$ cat config.mk
export PLATFORM = sky130hd
export DESIGN_NAME = exc_sequencer
export DESIGN_NICKNAME = d
export VERILOG_FILES = /design/src/rtl/exc_seq_pkg.sv /design/src/rtl/exc_abort_flags.sv /design/src/rtl/exc_instr_tracker.sv /design/src/rtl/exc_vec_arbiter.sv /design/src/rtl/exc_sequencer.sv
export SDC_FILE = /design/constraint.sdc
export NUM_CORES = 1
export LEC_CHECK = 0
export CAP_MARGIN = 15
export CELL_PAD_IN_SITES_DETAIL_PLACEMENT = 1
export CELL_PAD_IN_SITES_GLOBAL_PLACEMENT = 2
export CORE_MARGIN = 3
export CORE_UTILIZATION = 30
export DETAILED_ROUTE_END_ITERATION = 10
export HOLD_SLACK_MARGIN = 0.02
export PLACE_DENSITY = 0.91
export SLEW_MARGIN = 15
export SYNTH_ARGS = -nofsm -noshare
export SYNTH_HDL_FRONTEND = slang
export SYNTH_SLANG_ARGS = --single-unit
$ cat constraint.sdc
create_clock -name clk -period 3.2 [get_ports clk]
set_input_delay 0.48 -clock clk [delete_from_list [all_inputs] [get_ports clk]]
set_output_delay 0.48 -clock clk [all_outputs]
set_load 0.05 [all_outputs]
$ cat src/rtl/exc_seq_pkg.sv
package exc_seq_pkg;
  localparam int VEC_W = 8;

  localparam logic [3:0] ST_NORMAL  = 4'd0;
  localparam logic [3:0] ST_ILLEGAL = 4'd1;
  localparam logic [3:0] ST_PRIV    = 4'd2;
  localparam logic [3:0] ST_LINE_A  = 4'd3;
  localparam logic [3:0] ST_LINE_F  = 4'd4;
  localparam logic [3:0] ST_TRAP    = 4'd5;
  localparam logic [3:0] ST_TRAPV   = 4'd6;
  localparam logic [3:0] ST_CHK     = 4'd7;
  localparam logic [3:0] ST_DIVZ    = 4'd8;
  localparam logic [3:0] ST_FORMAT  = 4'd9;

  localparam logic [VEC_W-1:0] VEC_RESET = 8'd0;
  localparam logic [VEC_W-1:0] VEC_BUS   = 8'd2;
  localparam logic [VEC_W-1:0] VEC_ADDR  = 8'd3;
  localparam logic [VEC_W-1:0] VEC_TRACE = 8'd9;

  // index of each source in the arbiter request vector, highest rank first
  typedef enum int {
    SRC_RESET = 0,
    SRC_ADDR  = 1,
    SRC_BUS   = 2,
    SRC_FAULT = 3,
    SRC_TRACE = 4,
    SRC_IRQ   = 5
  } src_e;
  localparam int NSRC = 6;

  // the instruction was carried out to its end (trace may follow)
  function automatic logic ran_to_end(input logic [3:0] st);
    return !(st == ST_ILLEGAL || st == ST_PRIV ||
             st == ST_LINE_A  || st == ST_LINE_F);
  endfunction

  // the end status carries an exception of its own
  function automatic logic raises_fault(input logic [3:0] st);
    return (st >= ST_ILLEGAL) && (st <= ST_FORMAT);
  endfunction

  function automatic logic [VEC_W-1:0] fault_vector(input logic [3:0] st,
                                                    input logic [VEC_W-1:0] tnum);
    logic [VEC_W-1:0] v;
    case (st)
      ST_ILLEGAL: v = 8'd4;
      ST_PRIV:    v = 8'd8;
      ST_LINE_A:  v = 8'd10;
      ST_LINE_F:  v = 8'd11;
      ST_TRAP:    v = 8'd32 + tnum;
      ST_TRAPV:   v = 8'd7;
      ST_CHK:     v = 8'd6;
      ST_DIVZ:    v = 8'd5;
      ST_FORMAT:  v = 8'd14;
      default:    v = 8'd0;
    endcase
    return v;
  endfunction

  function automatic logic [VEC_W-1:0] irq_vector(input logic [VEC_W-1:0] lvl);
    return 8'd24 + lvl;
  endfunction
endpackage

$ cat src/rtl/exc_abort_flags.sv
module exc_abort_flags #(
  parameter int N = 3
) (
  input  logic         clk,
  input  logic         rst_n,
  input  logic [N-1:0] set_i,
  input  logic [N-1:0] take_i,
  output logic [N-1:0] pend_o
);
  for (genvar i = 0; i < N; i++) begin : g_flag
    logic pend_q;
    always_ff @(posedge clk or negedge rst_n) begin
      if (!rst_n)         pend_q <= 1'b0;
      else if (set_i[i])  pend_q <= 1'b1;   // a new strobe wins over a take
      else if (take_i[i]) pend_q <= 1'b0;
    end
    assign pend_o[i] = pend_q;
  end
endmodule

$ cat src/rtl/exc_instr_tracker.sv
module exc_instr_tracker
  import exc_seq_pkg::*;
(
  input  logic             clk,
  input  logic             rst_n,
  input  logic             instr_start,
  input  logic             trace_bit,
  input  logic             instr_done,
  input  logic [3:0]       instr_status,
  input  logic [VEC_W-1:0] trap_num_ext,
  input  logic             abort_any,
  input  logic             reset_req,
  input  logic             take_fault,
  input  logic             take_trace,
  output logic             in_instr,
  output logic             trace_armed,
  output logic             fault_pend,
  output logic [VEC_W-1:0] fault_vec,
  output logic             trace_pend
);
  always_ff @(posedge clk or negedge rst_n) begin
    if (!rst_n) begin
      in_instr    <= 1'b0;
      trace_armed <= 1'b0;
      fault_pend  <= 1'b0;
      fault_vec   <= '0;
      trace_pend  <= 1'b0;
    end else begin
      if (take_fault) fault_pend <= 1'b0;
      if (take_trace) trace_pend <= 1'b0;
      if (reset_req) begin
        fault_pend <= 1'b0;
        trace_pend <= 1'b0;
      end
      if (abort_any) begin
        in_instr    <= 1'b0;
        trace_armed <= 1'b0;
      end else if (instr_done) begin
        in_instr    <= 1'b0;
        trace_armed <= 1'b0;
        if (raises_fault(instr_status)) begin
          fault_pend <= 1'b1;
          fault_vec  <= fault_vector(instr_status, trap_num_ext);
        end
        if (trace_armed && ran_to_end(instr_status)) trace_pend <= 1'b1;
      end else if (instr_start) begin
        in_instr    <= 1'b1;
        trace_armed <= trace_bit;
      end
    end
  end
endmodule

$ cat src/rtl/exc_vec_arbiter.sv
module exc_vec_arbiter
  import exc_seq_pkg::*;
(
  input  logic             clk,
  input  logic             rst_n,
  input  logic [2:0]       g0_pend,     // [0] reset, [1] address, [2] bus
  input  logic             fault_pend,
  input  logic [VEC_W-1:0] fault_vec,
  input  logic             trace_pend,
  input  logic             irq_ok,
  input  logic [VEC_W-1:0] irq_vec,
  input  logic             vec_accept,
  output logic             vec_valid,
  output logic [VEC_W-1:0] vec_num,
  output logic [NSRC-1:0]  take
);
  logic [NSRC-1:0]  req;
  logic [NSRC-1:0]  sel;
  logic [VEC_W-1:0] cand [NSRC];
  logic [VEC_W-1:0] pick;
  logic             found;
  logic             load;

  assign req[SRC_RESET] = g0_pend[0];
  assign req[SRC_ADDR]  = g0_pend[1];
  assign req[SRC_BUS]   = g0_pend[2];
  assign req[SRC_FAULT] = fault_pend;
  assign req[SRC_TRACE] = trace_pend;
  assign req[SRC_IRQ]   = irq_ok && !vec_valid;

  assign cand[SRC_RESET] = VEC_RESET;
  assign cand[SRC_ADDR]  = VEC_ADDR;
  assign cand[SRC_BUS]   = VEC_BUS;
  assign cand[SRC_FAULT] = fault_vec;
  assign cand[SRC_TRACE] = VEC_TRACE;
  assign cand[SRC_IRQ]   = irq_vec;

  always_comb begin
    sel   = '0;
    found = 1'b0;
    for (int i = 0; i < NSRC; i++) begin
      if (req[i] && !found) begin
        sel[i] = 1'b1;
        found  = 1'b1;
      end
    end
  end

  always_comb begin
    pick = '0;
    for (int i = 0; i < NSRC; i++) pick = pick | (sel[i] ? cand[i] : '0);
  end

  assign load = !vec_valid || vec_accept;
  assign take = load ? sel : '0;

  always_ff @(posedge clk or negedge rst_n) begin
    if (!rst_n) begin
      vec_valid <= 1'b0;
      vec_num   <= '0;
    end else if (load) begin
      vec_valid <= found;
      if (found) vec_num <= pick;
    end
  end
endmodule

$ cat src/rtl/exc_sequencer.sv
module exc_sequencer
  import exc_seq_pkg::*;
#(
  parameter int TRAP_W = 4,
  parameter int LVL_W  = 3
) (
  input  logic              clk,
  input  logic              rst_n,
  input  logic              reset_req,
  input  logic              addr_err,
  input  logic              bus_err,
  input  logic              irq_pend,
  input  logic [LVL_W-1:0]  irq_level,
  input  logic              instr_start,
  input  logic              trace_bit,
  input  logic              instr_done,
  input  logic [3:0]        instr_status,
  input  logic [TRAP_W-1:0] trap_num,
  input  logic              vec_accept,
  output logic              vec_valid,
  output logic [7:0]        vec_num
);
  localparam int TPAD = VEC_W - TRAP_W;
  localparam int LPAD = VEC_W - LVL_W;

  // named internal events, also observed by the checker
  logic [2:0]       g0_pend;
  logic [2:0]       take_g0;
  logic             abort_any;
  logic             in_instr;
  logic             trace_armed;
  logic             fault_pend;
  logic [VEC_W-1:0] fault_vec;
  logic             trace_pend;
  logic             irq_ok;
  logic [NSRC-1:0]  take;
  logic             take_fault;
  logic             take_trace;
  logic             take_irq;
  logic [VEC_W-1:0] trap_num_ext;
  logic [VEC_W-1:0] irq_vec;

  assign abort_any    = reset_req || addr_err || bus_err;
  assign trap_num_ext = {{TPAD{1'b0}}, trap_num};
  assign irq_vec      = irq_vector({{LPAD{1'b0}}, irq_level});
  assign irq_ok       = irq_pend && !in_instr && !instr_start;

  assign take_g0    = take[SRC_BUS:SRC_RESET];
  assign take_fault = take[SRC_FAULT];
  assign take_trace = take[SRC_TRACE];
  assign take_irq   = take[SRC_IRQ];

  exc_abort_flags #(.N(3)) u_flags (
    .clk    (clk),
    .rst_n  (rst_n),
    .set_i  ({bus_err, addr_err, reset_req}),
    .take_i (take_g0),
    .pend_o (g0_pend)
  );

  exc_instr_tracker u_track (
    .clk          (clk),
    .rst_n        (rst_n),
    .instr_start  (instr_start),
    .trace_bit    (trace_bit),
    .instr_done   (instr_done),
    .instr_status (instr_status),
    .trap_num_ext (trap_num_ext),
    .abort_any    (abort_any),
    .reset_req    (reset_req),
    .take_fault   (take_fault),
    .take_trace   (take_trace),
    .in_instr     (in_instr),
    .trace_armed  (trace_armed),
    .fault_pend   (fault_pend),
    .fault_vec    (fault_vec),
    .trace_pend   (trace_pend)
  );

  exc_vec_arbiter u_arb (
    .clk        (clk),
    .rst_n      (rst_n),
    .g0_pend    (g0_pend),
    .fault_pend (fault_pend),
    .fault_vec  (fault_vec),
    .trace_pend (trace_pend),
    .irq_ok     (irq_ok),
    .irq_vec    (irq_vec),
    .vec_accept (vec_accept),
    .vec_valid  (vec_valid),
    .vec_num    (vec_num),
    .take       (take)
  );
endmodule

==> out/metrics.cfg, run 1 <==
[setup_path]
crit_path_end_kind=register
r2r_cells=3
cp-endpoint=u_track.fault_vec[0]
worst-endpoint-arrival_ps=2240
start_kind=input port
worstSetupPathType=in2reg
r2r_slack_ps=1520
crit_path_start=addr_err
r2r_start=u_flags.g_flag[1].pend_q
crit_path_max_fanout=9
reg2reg_to=u_arb.vec_num[5]
required_ps=3380

[clock_tree]
cts.repair.resized=0
path_clk_slew_ps=110
post-cts-setup-buffers=0
cts_buffers=3
clock-root-buffer=clkbuf_4
htreeDepth=1
cts_tree=yes
clock_latency_ps=290
hold_buffers=0
cts_buffer_depth=2
clock_sinks=19

[floorplan]
rows=20
initial_utilization=0.3283
io_pins=30
die_h_um=64.98
die_w_um=64.98
die-area_um2=4222
core_area_um2=3178

[synth]
synthCells=108
netlist_area_um2=1044
yosysSeqAreaShare=0.4556
synthArstFlopShare=1.000
yosys_most_used_dff=dfrtp_1
syn_avg_cell_area_um2=9.662
synth_edf_count=0
ys_ff_latch=19
ys_types=35
ys_warn_count=0

[detailed_routing]
drt_iter0_drc=17
vias=895
postRouteAntennaNets=0
drc=0
first_pass_iters=4
wire_per_inst_um=14.12
routed_wl_um=2514
via_per_inst=5.028

[sta]
finalWorstSetupSlack_ps=1137
rsz0062_at_grt=no
fin_worst_skew_ps=1.617
setup_tns_ps=0
tightest_slew_ps=841.8
hold_violations=0
finalMaxSlewViolations=0
period_needed_ps=2063
post-route-period-util=0.6447
relSlewSlack=0.4371
finalSetupViolations=0
timing.hold.ws_ps=486.5
max_freq_ghz=0.4847

[cells_and_area]
finalInstanceArea_um2=1361
nNetsFinal=156
fillers=387
drive_above_1_share=0.05224
n_antenna_cell=0
multi_input_area_um2=523.0
regArea_um2=475.5
syn2layout_area_growth_pct=30.46

[global_route]
grt_max_degree=20
grt_pass1_wl_um=4374
grt_overflow=0
antenna_found_initial=0
grt_pass1_vias=948
grt_usage=0.1328

[pwr]
power_density_nw_per_um2=369.5
ir_worst_vdd_v=0.0001149
p_leak_nw=0.5397

[run_status]
status=finished clean

[place]
port_buffers=27
place.gp.congestion=0.7037
hpwl_um=2032
place_area_um2=1335
dp_slack_ps=751.8

[worst_hold_path]
hold_depth=2
hold_path_class=reg2reg

[job]
maxCapViolations=0

metrics by stage:
step	instances	total power, W	util
3_5_place_dp	174	0.0003881	0.4201
4_1_cts	178	0.0005112	0.4283
2_1_floorplan	109	0.0003376	-
3_3_place_gp	174	0.0003826	0.4201
5_1_grt	178	0.0005366	0.4283
6_report	178	0.0005030	0.4283
routing by layer:
layer	share of wire	vias up	wire length, um	GRT usage
met5	0	-	0	0
met1	0.45	428	1121	0.1572
met3	0.043	4	109	0.01386
li1	-	442	-	-
met4	0.022	0	55	0.07124
met2	0.49	21	1228	0.2337
how the worst min path moves through the flow:
stage | startpoint | to | slack, ps
floorplan | rst_n | u_arb.vec_num[0] | 180
global placement | u_arb.vec_num[1] | u_arb.vec_num[1] | 460
detailed placement | u_arb.vec_num[1] | u_arb.vec_num[1] | 470
CTS | u_arb.vec_num[1] | u_arb.vec_num[1] | 500
global route | u_arb.vec_num[1] | u_arb.vec_num[1] | 520
finish | u_arb.vec_num[1] | u_arb.vec_num[1] | 490
area by class of cell:
type                       instances  area share
inverter                           3    0.008272
clock buffer                       4     0.01930
timing repair buffer              27      0.1985
sequential                        19      0.3493
multi-input combinational         81      0.3842
tap                               44     0.04044
worst max-delay path, cell delays in order:
cell and delay [ps]:
clkdlybuf4s50_1 450, nor4b_1 630, nand3_1 410, nand2_1 170, o21ai_0 90
power by group:
| part | leakage, nW | switching (W) | total, W | internal (W) |
|---|---|---|---|---|
| sequential | 0.241 | 0.0000176 | 0.000277 | 0.000260 |
| clock | 0.0150 | 0.0000731 | 0.000122 | 0.0000485 |
| combinational | 0.284 | 0.0000544 | 0.000104 | 0.0000495 |
| total | 0.540 | 0.000145 | 0.000503 | 0.000358 |
logic make-up after synthesis:
| group | synth area share |
|---|---|
| other | 0.003594 |
| AOI/OAI and AO/OA | 0.2326 |
| buffers and inverters | 0.04676 |
| DFF | 0.4556 |
| and+or+nand+nor | 0.2338 |
| muxes | 0.01919 |
| xor gates and xnor gates | 0.008395 |
sequential cells by signal (all words and copies together), names as in the netlist:
name	flops
u_arb.vec_num	6
u_track.fault_vec	5
u_flags.g_flag.pend_q	3
u_arb.vec_valid	1
u_track.fault_pend	1
u_track.in_instr	1
u_track.trace_armed	1
u_track.trace_pend	1
cells in the mapped netlist, drive strengths merged, types with 2 or more instances:
| library cell | n | area share |
|---|---|---|
| nor4b | 2 | 0.031 |
| nand3 | 3 | 0.014 |
| o21ai | 11 | 0.053 |
| nor3b | 2 | 0.014 |
| o41ai | 2 | 0.035 |
| nor3 | 2 | 0.0096 |
| clkbuf | 3 | 0.011 |
| mux2i | 2 | 0.019 |
| buf | 3 | 0.025 |
| nand2 | 14 | 0.050 |
| a2bb2oi | 3 | 0.025 |
| inv | 3 | 0.011 |
| dfrtp | 19 | 0.46 |
| nand2b | 6 | 0.036 |
| nor2b | 4 | 0.024 |
| or4 | 2 | 0.014 |
| a21oi | 3 | 0.014 |
| nor2 | 6 | 0.022 |
| o31ai | 5 | 0.036 |
layout by cell type, fill, tap and decap left out, types with 2 or more instances in the layout:
| master | count |
|---|---|
| a2bb2oi_1 | 3 |
| nor2_1 | 6 |
| nor3_1 | 2 |
| nand2b_1 | 6 |
| conb_1 | 2 |
| or4_1 | 2 |
| nor2b_1 | 4 |
| clkdlybuf4s50_1 | 27 |
| nand2_1 | 14 |
| a21oi_1 | 3 |
| o31ai_1 | 5 |
| dfrtp_1 | 19 |
| inv_1 | 3 |
| o21ai_0 | 11 |
| mux2i_1 | 2 |
| nand3_1 | 3 |
| clkbuf_4 | 3 |
| nor3b_1 | 2 |
(Power assumes the default switching activity.)
==> inputs of run 2 (changes only) <==
CORE_UTILIZATION = 28   (was 30)
PLACE_DENSITY = 0.86   (was 0.91)
clock period = 2 ns   (was 3.2 ns; I/O delays follow)
==> out/metrics.cfg, run 2 (synthesis gave the netlist of run 1 again) <==
[pwr]
ir_worst_vdd_v=0.0002156
clkPwrFrac=0.301
seq_power_share=0.503
p_leak_nw=0.5914
p_sw_frac=0.2730
power.share.combinational=0.196
p_int_w=0.0006458
power_switching_w=0.0002425
power_density_nw_per_um2=612.5

[global_route]
grt_usage=0.1307
grt_pass1_vias=1018
antenna_found_initial=0
grt_overflow=0
grt_max_degree=20
grt_pass1_wl_um=4540

[detailed_routing]
first_pass_iters=4
wire_per_inst_um=13.77
wl_met3_um=88
via_per_inst=4.857
drc=0
routed_wl_um=2602
vias=918
postRouteAntennaNets=0
drt_iter0_drc=41
route.met2.wl_um=1364
highest_layer=met4
wl_met1_um=1111

[clock_tree]
cts_tree=yes
cts_buffer_depth=2
clock-root-buffer=clkbuf_8
hold_buffers=0
post-cts-setup-buffers=0
clock_sinks=19
cts_buffers=3
path_clk_slew_ps=70
htreeDepth=1
cts.repair.resized=0
clock_latency_ps=250

[setup_path]
cpPeakStageDelay_ps=840
worst-endpoint-arrival_ps=1520
worstSetupPathType=reg2out
crit_path_end_kind=output pin
crit_path_max_fanout=4
start_kind=register
cp_slowest_cell=clkdlybuf4s50_1
r2r_cells=3
r2r_slack_ps=310
path_delay_family=buffers and inverters
path_cells=clkdlybuf4s50_1
required_ps=1700
cp_num_buf_inv=1
cp.depth=1

[cells_and_area]
top_regs=u_arb.vec_num: 6 flops, u_track.fault_vec: 5 flops, u_flags.g_flag.pend_q: 3 flops
top_register=u_arb.vec_num
nNetsFinal=165
n_antenna_cell=0
drive_above_1_share=0.1119
syn2layout_area_growth_pct=38.97
final_common_cell=clkdlybuf4s50_1
final_cell_mix=27 x clkdlybuf4s50_1, 19 x dfrtp_1, 14 x nand2_1
largest_reg_flops=6

[sta]
fin_worst_skew_ps=1.047
finalWorstSetupSlack_ps=181.9
setup_tns_ps=0
finalSetupViolations=0
tightest_slew_ps=518.5
max_freq_ghz=0.5500
period_needed_ps=1818
timing.hold.ws_ps=382.3
relSlewSlack=0.6531
rsz0062_at_grt=no
finalMaxSlewViolations=0
hold_violations=0
post-route-period-util=0.9090

[place]
hpwl_um=2141
dp_slack_ps=48.06
place.gp.congestion=0.8008
port_buffers=27

[floorplan]
core_area_um2=3468
die-area_um2=4495
die_w_um=67.05
rows=21
die_h_um=67.05
initial_utilization=0.3009
io_pins=30

[worst_hold_path]
hold_path_class=in2async

[run_status]
status=finished clean

[job]
maxCapViolations=0

==> run 2: cell count changes in the layout (fill, tap and decap cells not counted) <==
cell / before / now
clkbuf_4: 3 / 0
clkbuf_8: 0 / 3
buf_4: 0 / 9
==> run 2: layout make-up <==
cell class              count  area, um^2
fillers                   417        2018
multi-input cells          81       523.0
repair buffers             36       337.8
well taps                  46       57.56
inverters                   3       11.26
flip-flops and latches     19       475.5
clock buffers               4       45.04
==> run 2: path summary, 6_finish.rpt <==
kind                                          startpoint                  endpoint
worst max-delay path                     u_arb.vec_valid                 vec_valid
worst min-delay path                               rst_n  u_flags.g_flag[2].pend_q
worst max register to register  u_flags.g_flag[1].pend_q          u_arb.vec_num[5]
worst min register to register      u_track.fault_vec[3]      u_track.fault_vec[3]
max in group asynchronous                          rst_n       u_track.trace_armed
min in group clk                    u_track.fault_vec[3]      u_track.fault_vec[3]
==> run 2: through the flow <==
stage	total power [W]	util	instances	instance area, um^2
after floorplan	0.0005401	-	109	1047
after global placement	0.0006237	0.4051	185	1405
after detailed placement	0.0006318	0.4051	185	1405
after CTS	0.0009021	0.4181	189	1450
after global routing	0.0009409	0.4181	189	1450
final	0.0008883	0.4181	189	1450
==> run 2: power by group through the flow <==
stage,Sequential (W),Combinational [W],Clock (W)
after floorplan,0.000456,0.0000839,0
after global placement,0.000452,0.000172,0
after detailed placement,0.000455,0.000177,0
after CTS,0.000447,0.000177,0.000277
after global routing,0.000451,0.000195,0.000294
final,0.000447,0.000174,0.000267
==> run 2: routing by layer <==
layer,vias up,global-route usage
met2,20,0.2503
li1,455,-
met3,5,0.01518
met4,0,0.05316
met1,438,0.1421
met5,-,0
